`config.mk`:
```
export PLATFORM = sky130hd
export DESIGN_NAME = mdma_pair
export DESIGN_NICKNAME = d
export VERILOG_FILES = /design/src/rtl/mdma_pair.sv
export SDC_FILE = /design/constraint.sdc
export NUM_CORES = 1
export LEC_CHECK = 0
export ABC_AREA = 0
export BUFFER_PORTS_ARGS = -buffer_cell sky130_fd_sc_hd__clkbuf_2
export CORE_ASPECT_RATIO = 2
export CORE_MARGIN = 4
export CORE_UTILIZATION = 35
export CTS_CLUSTER_DIAMETER = 150
export DETAILED_ROUTE_END_ITERATION = 7
export HOLD_SLACK_MARGIN = 0.06
export PLACE_DENSITY_LB_ADDON = 0.25
export SLEW_MARGIN = 20
export SYNTH_ARGS = -nofsm -noshare
export SYNTH_HDL_FRONTEND = slang
export SYNTH_SLANG_ARGS = --single-unit
```
`constraint.sdc`:
```
create_clock -name clk -period 5.6 [get_ports clk]
set_input_delay 1.68 -clock clk [delete_from_list [all_inputs] [get_ports clk]]
set_output_delay 1.68 -clock clk [all_outputs]
set_load 0.01 [all_outputs]
```
`src/rtl/mdma_pair.sv`:
```
module mdma_pair #(
  parameter int DEPTH = 16,
  parameter int CW    = 16
) (
  input  logic        clk,
  input  logic        rst_n,
  input  logic        src_start,
  input  logic [31:0] src_head,
  input  logic        dst_start,
  input  logic [31:0] dst_head,
  output logic        s_req,
  output logic        s_we,
  output logic [31:0] s_addr,
  output logic [31:0] s_wdata,
  output logic [3:0]  s_be,
  input  logic        s_gnt,
  input  logic [31:0] s_rdata,
  output logic        d_req,
  output logic        d_we,
  output logic [31:0] d_addr,
  output logic [31:0] d_wdata,
  output logic [3:0]  d_be,
  input  logic        d_gnt,
  input  logic [31:0] d_rdata,
  output logic        src_irq,
  output logic        dst_irq,
  output logic        pair_err
);
  localparam int AW = $clog2(DEPTH);
  localparam logic [AW:0] NFULL = (AW+1)'(DEPTH);

  typedef enum logic [2:0] {IDLE, FETCH, READY, XFER, WBACK, ERRWB} st_t;

  st_t           st    [2];
  logic [CW-1:0] cnt   [2];
  logic [4:0]    cfg   [2];
  logic [1:0]    adrl  [2];
  logic [31:0]   head  [2];
  logic [31:0]   addr  [2];
  logic [31:0]   wdata [2];
  logic [31:0]   rdata [2];
  logic [3:0]    be    [2];
  logic [1:0]    start, gnt, req, we, go, irq, acc;

  logic [31:0]   fmem [DEPTH];
  logic [AW-1:0] wp, rp;
  logic [AW:0]   fcnt;
  logic          full, empty, push, pop, pair, bad;
  logic [31:0]   lane0, fifo_out;

  assign start    = {dst_start, src_start};
  assign gnt      = {d_gnt, s_gnt};
  assign head[0]  = src_head;
  assign head[1]  = dst_head;
  assign rdata[0] = s_rdata;
  assign rdata[1] = d_rdata;

  assign s_req = req[0];  assign s_we = we[0];  assign s_addr = addr[0];
  assign s_wdata = wdata[0];  assign s_be = be[0];
  assign d_req = req[1];  assign d_we = we[1];  assign d_addr = addr[1];
  assign d_wdata = wdata[1];  assign d_be = be[1];
  assign src_irq = irq[0];
  assign dst_irq = irq[1];

  assign full     = fcnt == NFULL;
  assign empty    = fcnt == '0;
  assign push     = go[0] & gnt[0];
  assign pop      = go[1] & gnt[1];
  assign fifo_out = fmem[rp];
  assign lane0    = (s_rdata >> {adrl[0], 3'b000}) &
                    ((cfg[0][2:1] == 2'd0) ? 32'h0000_00FF :
                     (cfg[0][2:1] == 2'd1) ? 32'h0000_FFFF : 32'hFFFF_FFFF);

  assign pair = (st[0] == READY) && (st[1] == READY);
  assign bad  = (cnt[0] != cnt[1]) || (cfg[0][2:0] != cfg[1][2:0]);

  for (genvar c = 0; c < 2; c++) begin : g_ch
    st_t           s;
    logic [31:0]   p, n, a;
    logic [4:0]    g;
    logic [CW-1:0] k;
    logic [1:0]    w;
    logic          q, fire;
    logic [2:0]    step;
    logic [3:0]    lm;

    assign step = (g[2:1] == 2'd0) ? 3'd1 : (g[2:1] == 2'd1) ? 3'd2 : 3'd4;
    assign lm   = (g[2:1] == 2'd0) ? 4'b0001 : (g[2:1] == 2'd1) ? 4'b0011 : 4'b1111;
    assign acc[c]   = (s == IDLE) && start[c] && (head[c] != '0);
    assign go[c]    = (s == XFER) && (k != '0) && ((c == 0) ? !full : !empty);
    assign req[c]   = (s == FETCH) || (s == WBACK) || (s == ERRWB) || go[c];
    assign we[c]    = (s == WBACK) || (s == ERRWB) || ((c == 1) && go[c]);
    assign addr[c]  = (s == FETCH) ? p + {28'd0, w, 2'b00} :
                      (s == XFER)  ? {a[31:2], 2'b00} : p + 32'd16;
    assign wdata[c] = (s == ERRWB) ? 32'h2 : (s == WBACK) ? 32'h1 :
                      fifo_out << {a[1:0], 3'b000};
    assign be[c]    = (s == XFER) ? lm << a[1:0] : 4'hF;
    assign fire     = req[c] & gnt[c];
    assign st[c]    = s;
    assign cnt[c]   = k;
    assign cfg[c]   = g;
    assign adrl[c]  = a[1:0];
    assign irq[c]   = q;

    always_ff @(posedge clk or negedge rst_n) begin
      if (!rst_n) begin
        s <= IDLE;  p <= '0;  n <= '0;  a <= '0;
        g <= '0;    k <= '0;  w <= '0;  q <= 1'b0;
      end else begin
        q <= 1'b0;
        case (s)
          IDLE: if (acc[c]) begin
            p <= head[c];
            w <= '0;
            s <= FETCH;
          end
          FETCH: if (fire) begin
            case (w)
              2'd0:    n <= rdata[c];
              2'd1:    a <= rdata[c];
              2'd2:    k <= rdata[c][CW-1:0];
              default: g <= rdata[c][4:0];
            endcase
            w <= w + 2'd1;
            if (w == 2'd3) s <= READY;
          end
          READY: if (pair) s <= bad ? ERRWB : (g[0] ? XFER : IDLE);
          XFER: begin
            if (k == '0) s <= WBACK;
            else if (fire) begin
              a <= a + {29'd0, step};
              k <= k - 1'b1;
            end
          end
          WBACK: if (fire) begin
            q <= g[3];
            p <= n;
            w <= '0;
            s <= (g[4] || n == '0) ? IDLE : FETCH;
          end
          ERRWB: if (fire) s <= IDLE;
          default: s <= IDLE;
        endcase
      end
    end

    p_hold_req_r8: assert property (@(posedge clk) disable iff (!rst_n)
      req[c] && !gnt[c] |=> req[c] && $stable(addr[c]));
    p_irq_pulse_r6: assert property (@(posedge clk) disable iff (!rst_n)
      q |=> !q);

    if (c == 1) begin : g_lane
      p_lane_be_r4: assert property (@(posedge clk) disable iff (!rst_n)
        go[c] |-> $countones(be[c]) == int'(step));
    end
  end

  always_ff @(posedge clk or negedge rst_n) begin
    if (!rst_n)           pair_err <= 1'b0;
    else if (pair && bad) pair_err <= 1'b1;
    else if (|acc)        pair_err <= 1'b0;
  end

  always_ff @(posedge clk or negedge rst_n) begin
    if (!rst_n) begin
      wp <= '0;  rp <= '0;  fcnt <= '0;
    end else begin
      if (push) wp <= wp + 1'b1;
      if (pop)  rp <= rp + 1'b1;
      fcnt <= fcnt + {{AW{1'b0}}, push} - {{AW{1'b0}}, pop};
    end
  end

  always_ff @(posedge clk) if (push) fmem[wp] <= lane0;

  p_no_overflow_r3: assert property (@(posedge clk) disable iff (!rst_n)
    full |-> !(st[0] == XFER && s_req));
  p_no_underrun_r3: assert property (@(posedge clk) disable iff (!rst_n)
    empty |-> !(st[1] == XFER && d_req));
  p_err_quiet_r5: assert property (@(posedge clk) disable iff (!rst_n)
    pair_err |-> st[0] != XFER && st[1] != XFER);
  p_pair_match_r5: assert property (@(posedge clk) disable iff (!rst_n)
    st[0] == XFER && st[1] == XFER |-> cfg[0][2:0] == cfg[1][2:0]);
endmodule

```
==> results of run 1 <==
-- registers in the layout, summed over array words and instances, names as in the netlist --
name / count
wp: 4
g_ch.p: 64
fcnt: 5
pair_err: 1
rp: 4
g_ch.w: 4
g_ch.n: 64
src_irq: 1
g_ch.s: 6
dst_irq: 1
g_ch.k: 32
g_ch.a: 64
g_ch.g: 10
fmem: 512
-- routing by layer --
metal  global-route usage (%)  vias to the layer above  part of all wire (%)  wire length, um
li1                         -                    11800                     -                -
met4                     9.99                       12                   4.8             6250
met5                        0                        -                 0.058               75
met1                     25.3                    13600                    35            45900
met2                     42.2                     1091                    53            69400
met3                     4.18                      271                   6.4             8280
-- power by group through the flow --
stage                     registers [mW]  logic [mW]  clock network, mW
final                               8.78        8.92               5.14
after floorplan                     8.23        5.87                  0
after CTS                           8.76        8.98               5.26
after detailed placement            8.87        8.92                  0
after global routing                8.90        9.70               5.48
after global placement              8.85        8.83                  0
-- cell type report --
cell class                 count  share of cell area (%)
antenna                       10                  0.0580
clock buffer                  97                    4.64
clock inverter                37                    1.02
inverter                      45                   0.392
multi-input combinational   1921                    33.9
sequential                   772                    50.8
tap                         1360                    3.95
timing repair buffer         374                    5.29
-- cells by family after synthesis --
logic type                 count (synthesis)  share of synthesized area, %
and+or+nand+nor                          784                          9.96
DFF                                      772                          58.9
AOI/OAI and AO/OA                        671                          11.0
muxes                                    360                          14.8
buffers and inverters                    224                          2.39
xor gates and xnor gates                  66                          1.56
adders and majority gates                 40                          1.45
-- worst max path at each step --
stage,to,cells past startpoint
floorplan,fmem[3][0]$_DFFE_PP_,6
global placement,d_wdata[28],8
detailed placement,d_wdata[28],8
CTS,d_wdata[28],8
global route,d_wdata[28],8
finish,d_wdata[28],8
-- metrics by stage --
step                util, %  instance area [um2]  power (mW)
detailed placement     38.7                40600        17.8
floorplan                 -                37200        14.1
finish                 41.0                43100        22.9
global placement       38.6                40600        17.7
CTS                    41.0                43100        23.0
global route           41.0                43100        24.1
-- cell usage in the layout (no fill, tap or decap), drive strengths merged, types with 7 or more instances in the layout --
cell      synthesis  final
or3              13     13
inv              43     46
mux2             87     87
clkbuf          124    372
a2bb2oi          17     17
xnor2            26     26
nor2            292    292
a31oi            40     40
diode             0     10
and2             17     17
nand2b           14     14
a22oi            41     41
nand4            28     28
o22ai            45     45
a21oi           252    252
and3             31     31
buf              55     99
ha               35     35
dfrtp           260    260
nor4             53     53
o21a              9      9
mux4            142    142
a21o             16     16
nand3            47     47
a221oi           14     14
nor3             54     54
edfxtp          512    512
clkinv            2     23
a22o             12     12
nand2           182    182
o21ai           141    141
xor2             40     40
o22a             13     13
clkinvlp          0      7
and4             10     10
a211oi           21     21
mux2i           131    131
nor2b            24     24
==> impl_metrics.toml, run 1 <==
[outcome]
outcome = "finished clean"

[setup_path]
critPathKind = "register to primary output"
cp_max_fo = 18
crit_chain = "buf_6 -> mux4_2 -> a22o_1 -> a221oi_1 -> nor2_1 -> a31oi_1 -> o21ai_0 -> clkbuf_2"
endpoint_kind = "primary output"
setup.reg_to_reg.worst_slack_ns = 1.39
critical-path-top-delay-family = "compound AO/OA/AOI/OAI gates"
crit_required_ns = 3.92
path_buf_inv = 2
cp.arrival_ns = 3.76
cp-start-kind = "register"
crit_path_start = "rp[0]$_DFFE_PN0P_"
crit_slowest_cell = "dfrtp_4"
rr_worst_depth = 11
r2r-end = "fcnt[4]$_DFF_PN0_"
r2r-start = "g_ch[1].s[1]$_DFFE_PN0P_"
crit_path_max_incr_delay_ns = 0.70

[route]
ant_nets = 0
dr_total_vias = 26800
wl_per_cell_um = 28.1
routed_wl_um = 130000
drc_errors = 0
drt_first_iter_violations = 2061
routed_via_density = 5.80
firstDrtPassIters = 5

[grt]
grt_overflow = 0
grt_pass1_vias = 27000
grt_antenna_before_repair = 14
track_usage_pct = 22.8
grt_max_degree = 108
grt_pass1_wl_um = 187000

[timing]
finalMaxSlewViolations = 0
setup-violations-final = 0
period_minus_slack_ns = 5.44
fin_crit_sh_pct = 97.2
relSlewSlack_pct = 23.4
timing.final.ws_setup_ns = 0.157
fmaxAchievable_mhz = 184
worst_slew_pin_slew_ns = 1.15
hold_viol = 0
clock_skew_ns = 0.0290
hold_slack_ns = 0.500
finalSetupTns_ns = 0
rsz0062_at_grt = "no"

[synth]
synth_edf_count = 512
yosys-top-cells-count = "edfxtp_1, nor2_1, dfrtp_1"
yosysTopAreaCell = "edfxtp_1"
syn_area_per_cell_um2 = 12.7
synth_cell_types = 78
synth_seq_cells = 772
syn-cell-area_um2 = 37200
synth_top_area_share_pct = 41.4
netlist_top_cells_area = "edfxtp_1, dfrtp_1, mux4_2"
post-synth-top-count-cell = "edfxtp_1"
async_flop_share_pct = 33.7
synthCells = 2917
yosys_warnings = 0
seq_area_frac_synth_pct = 58.9
syn-num-nets = 3091
synth_ff_type = "edfxtp_1"

[cts]
worstSkewPairLatency_ns = 0.68
numCtsBuffers = 74
cts_resized = 1
cts_hold_buf = 0
cts_max_level = 3
path_clk_slew_ns = 0.06
post_cts_buffers = 0
clk_path_buf_depth = 3
numClockSinks = 772
cts_tree = "built"
root_buffer = "clkbuf_16"

[worst_hold_path]
min_path_type = "register to register"
holdPathStages = 1
min_to = "g_ch[1].g[3]$_DFFE_PN0P_"
min_from = "g_ch[1].g[3]$_DFFE_PN0P_"

[finish]
fin_nets = 3362
seqCellArea_um2 = 21900
fillers = 9962
drive_above_1_share_pct = 23.9
area_delta_synth_final_pct = 16.0
stdcell_count = 4616
multiInputGateArea_um2 = 14600

[place]
placed_cells = 4472
preCtsSetupSlack_ns = 0.731
dp_hpwl_um = 93800
globalplace.congestion = 0.926
portBuffers = 276

[pwr]
p_sw_mw = 9.09
p_per_area_nw_per_um2 = 530
ir_drop_uv = 306
leakage_nw = 15.4
power_frac_comb_pct = 39.1
p_clk_share_pct = 22.5
swShare_pct = 39.8
seq_power_share_pct = 38.4
internal_power_mw = 13.8

[floorplanning]
start_util_pct = 35.4
rows = 168
die_h_um = 469
core_area_um2 = 105000
chipWidth_um = 238
die_area_um2 = 112000
num_io_pins = 277

[job]
drv_cap = 0
Note: power is estimated with default switching activity, not from simulation.
==> run 2: changes to the inputs <==
--- a/config.mk
+++ b/config.mk
@@ -14,6 +14,7 @@
 export DETAILED_ROUTE_END_ITERATION = 7
 export HOLD_SLACK_MARGIN = 0.06
 export PLACE_DENSITY_LB_ADDON = 0.25
+export RECOVER_POWER = 100
 export SLEW_MARGIN = 20
 export SYNTH_ARGS = -nofsm -noshare
 export SYNTH_HDL_FRONTEND = slang
==> run 2 against run 1 <==
Net effect:
- the flow now finishes with violations (max-capacitance violations, max-slew violations)
- die area unchanged
- clock skew is 0.00087 ns higher
- clock power hardly changed
- combinational power is 2.6% lower
- critical path depth decreased by 1
- critical endpoint is now s_wdata[19]
==> impl_metrics.toml, run 2 (synthesis results as in run 1) <==
[outcome]
outcome = "complete, but fails checks"
violations = "max-capacitance violations, max-slew violations"

[pwr]
p_per_area_nw_per_um2 = 531
leakage_nw = 14.8
ir_drop_uv = 306

[route]
ant_nets = 0
dr_total_vias = 26800
drt_first_iter_violations = 2160
wl_per_cell_um = 28.1
routed_via_density = 5.80
drc_errors = 0
routed_wl_um = 130000
firstDrtPassIters = 5

[timing]
setup-violations-final = 0
timing.final.ws_setup_ns = 0.161
relSlewSlack_pct = -170
finalSetupTns_ns = 0
hold_viol = 0
clock_skew_ns = 0.0298
rsz0062_at_grt = "no"
fmaxAchievable_mhz = 184
worst_slew_pin_slew_ns = 4.05
finalMaxSlewViolations = 477
fin_crit_sh_pct = 97.1
period_minus_slack_ns = 5.44

[grt]
grt_max_degree = 108
grt_pass1_wl_um = 187000
grt_overflow = 0
grt_pass1_vias = 27000
grt_antenna_before_repair = 15
track_usage_pct = 22.8

[finish]
drive_above_1_share_pct = 18.0
fillers = 10100
mostFrequentLayoutCells = "edfxtp_1, nor2_1, dfrtp_1"
top_register = "fmem"
largest_register_ffs = 512
fin_nets = 3362
final_common_cell = "edfxtp_1"
area_delta_synth_final_pct = 14.7

[cts]
worstSkewPairLatency_ns = 0.68
root_buffer = "clkbuf_16"
numClockSinks = 772
clk_path_buf_depth = 3
cts_max_level = 3
cts_tree = "built"
numCtsBuffers = 74
path_clk_slew_ns = 0.06
cts_hold_buf = 0

[floorplanning]
core_area_um2 = 105000
die_h_um = 469
chipWidth_um = 238
rows = 168
die_area_um2 = 112000
start_util_pct = 35.4
num_io_pins = 277

[setup_path]
cp_max_fo = 16
cp-start-kind = "register"
crit_required_ns = 3.92
endpoint_kind = "primary output"
cp.arrival_ns = 3.76
critPathKind = "register to primary output"

[place]
portBuffers = 276
globalplace.congestion = 0.926
dp_hpwl_um = 93800
preCtsSetupSlack_ns = 0.731

[job]
drv_cap = 19

[worst_hold_path]
min_path_type = "register to register"
-- run 2: cell types whose count changed in the layout (fill, tap and decap cells not counted), moves of 5 or more --
cell	change
nor2_2	-6
nor2_1	+15
clkbuf_2	-114
a21oi_1	+5
buf_4	-47
mux2_1	+6
nor2_4	-9
mux2_2	-6
clkbuf_1	+160
-- run 2: final cells by class --
class / count / area (um2) / area share (%)
repair buffers: 374 / 1960 / 4.59
inverters: 45 / 169 / 0.396
flip-flops and latches: 772 / 21900 / 51.3
clock buffers: 97 / 2000 / 4.69
diodes: 11 / 27.5 / 0.0646
clock inverters: 37 / 440 / 1.03
multi-input cells: 1921 / 14400 / 33.9
well taps: 1360 / 1700 / 3.99
-- run 2: path summary, 6_finish.rpt --
check | start | cells past startpoint | slack [ns] | end
min in group asynchronous | rst_n | 1 | 2.39 | g_ch[0].p[21]$_DFFE_PN0P_
hold reg to reg | g_ch[1].g[3]$_DFFE_PN0P_ | 1 | 0.50 | g_ch[1].g[3]$_DFFE_PN0P_
hold / removal | g_ch[1].g[3]$_DFFE_PN0P_ | 1 | 0.50 | g_ch[1].g[3]$_DFFE_PN0P_
max in group asynchronous | rst_n | 1 | 0.87 | g_ch[1].p[26]$_DFFE_PN0P_
setup reg to reg | g_ch[0].s[1]$_DFFE_PN0P_ | 6 | 0.36 | fmem[7][24]$_DFFE_PP_
setup / recovery | rp[0]$_DFFE_PN0P_ | 7 | 0.16 | s_wdata[19]
-- run 2: per-stage QoR --
step / power, mW / hold slack, ns / area, um2 / util [%] / cells
CTS: 23.0 / 0.501 / 43100 / 41.0 / 4606
global placement: 17.7 / 0.486 / 40600 / 38.6 / 4472
global route: 23.8 / 0.528 / 42600 / 40.5 / 4607
floorplan: 14.1 / 0.470 / 37200 / - / 2917
detailed placement: 17.8 / 0.487 / 40600 / 38.7 / 4472
finish: 22.6 / 0.499 / 42600 / 40.6 / 4617
-- run 2: metal layers --
metal	part of all wire (%)	vias up	track usage [%]
met4	4.9	12	9.99
met3	6.3	256	4.18
met5	0.062	-	0
met1	35	13700	25.3
met2	53	1030	42.2
li1	-	11800	-
-- run 2: where the power goes --
part           internal (mW)  leakage [nW]  switching (mW)
clock network           2.83          1.16            2.31
logic                   3.31          5.92            5.38
registers               7.44          7.72            1.35
total                   13.6          14.8            9.04
-- run 2: repair_timing --
item,CTS,global route
buffers inserted,0,0
setup endpoints to repair,1,0
resized for setup,1,0
-- run 2: worst max-delay path, stage by stage, from the launching register on --
cell and delay (ns):
dfrtp_4 0.69, buf_4 0.36, mux4_2 0.56, mux2i_1 0.70
mux2i_1 0.27, a22oi_1 0.24, a21oi_1 0.10, clkbuf_1 0.15
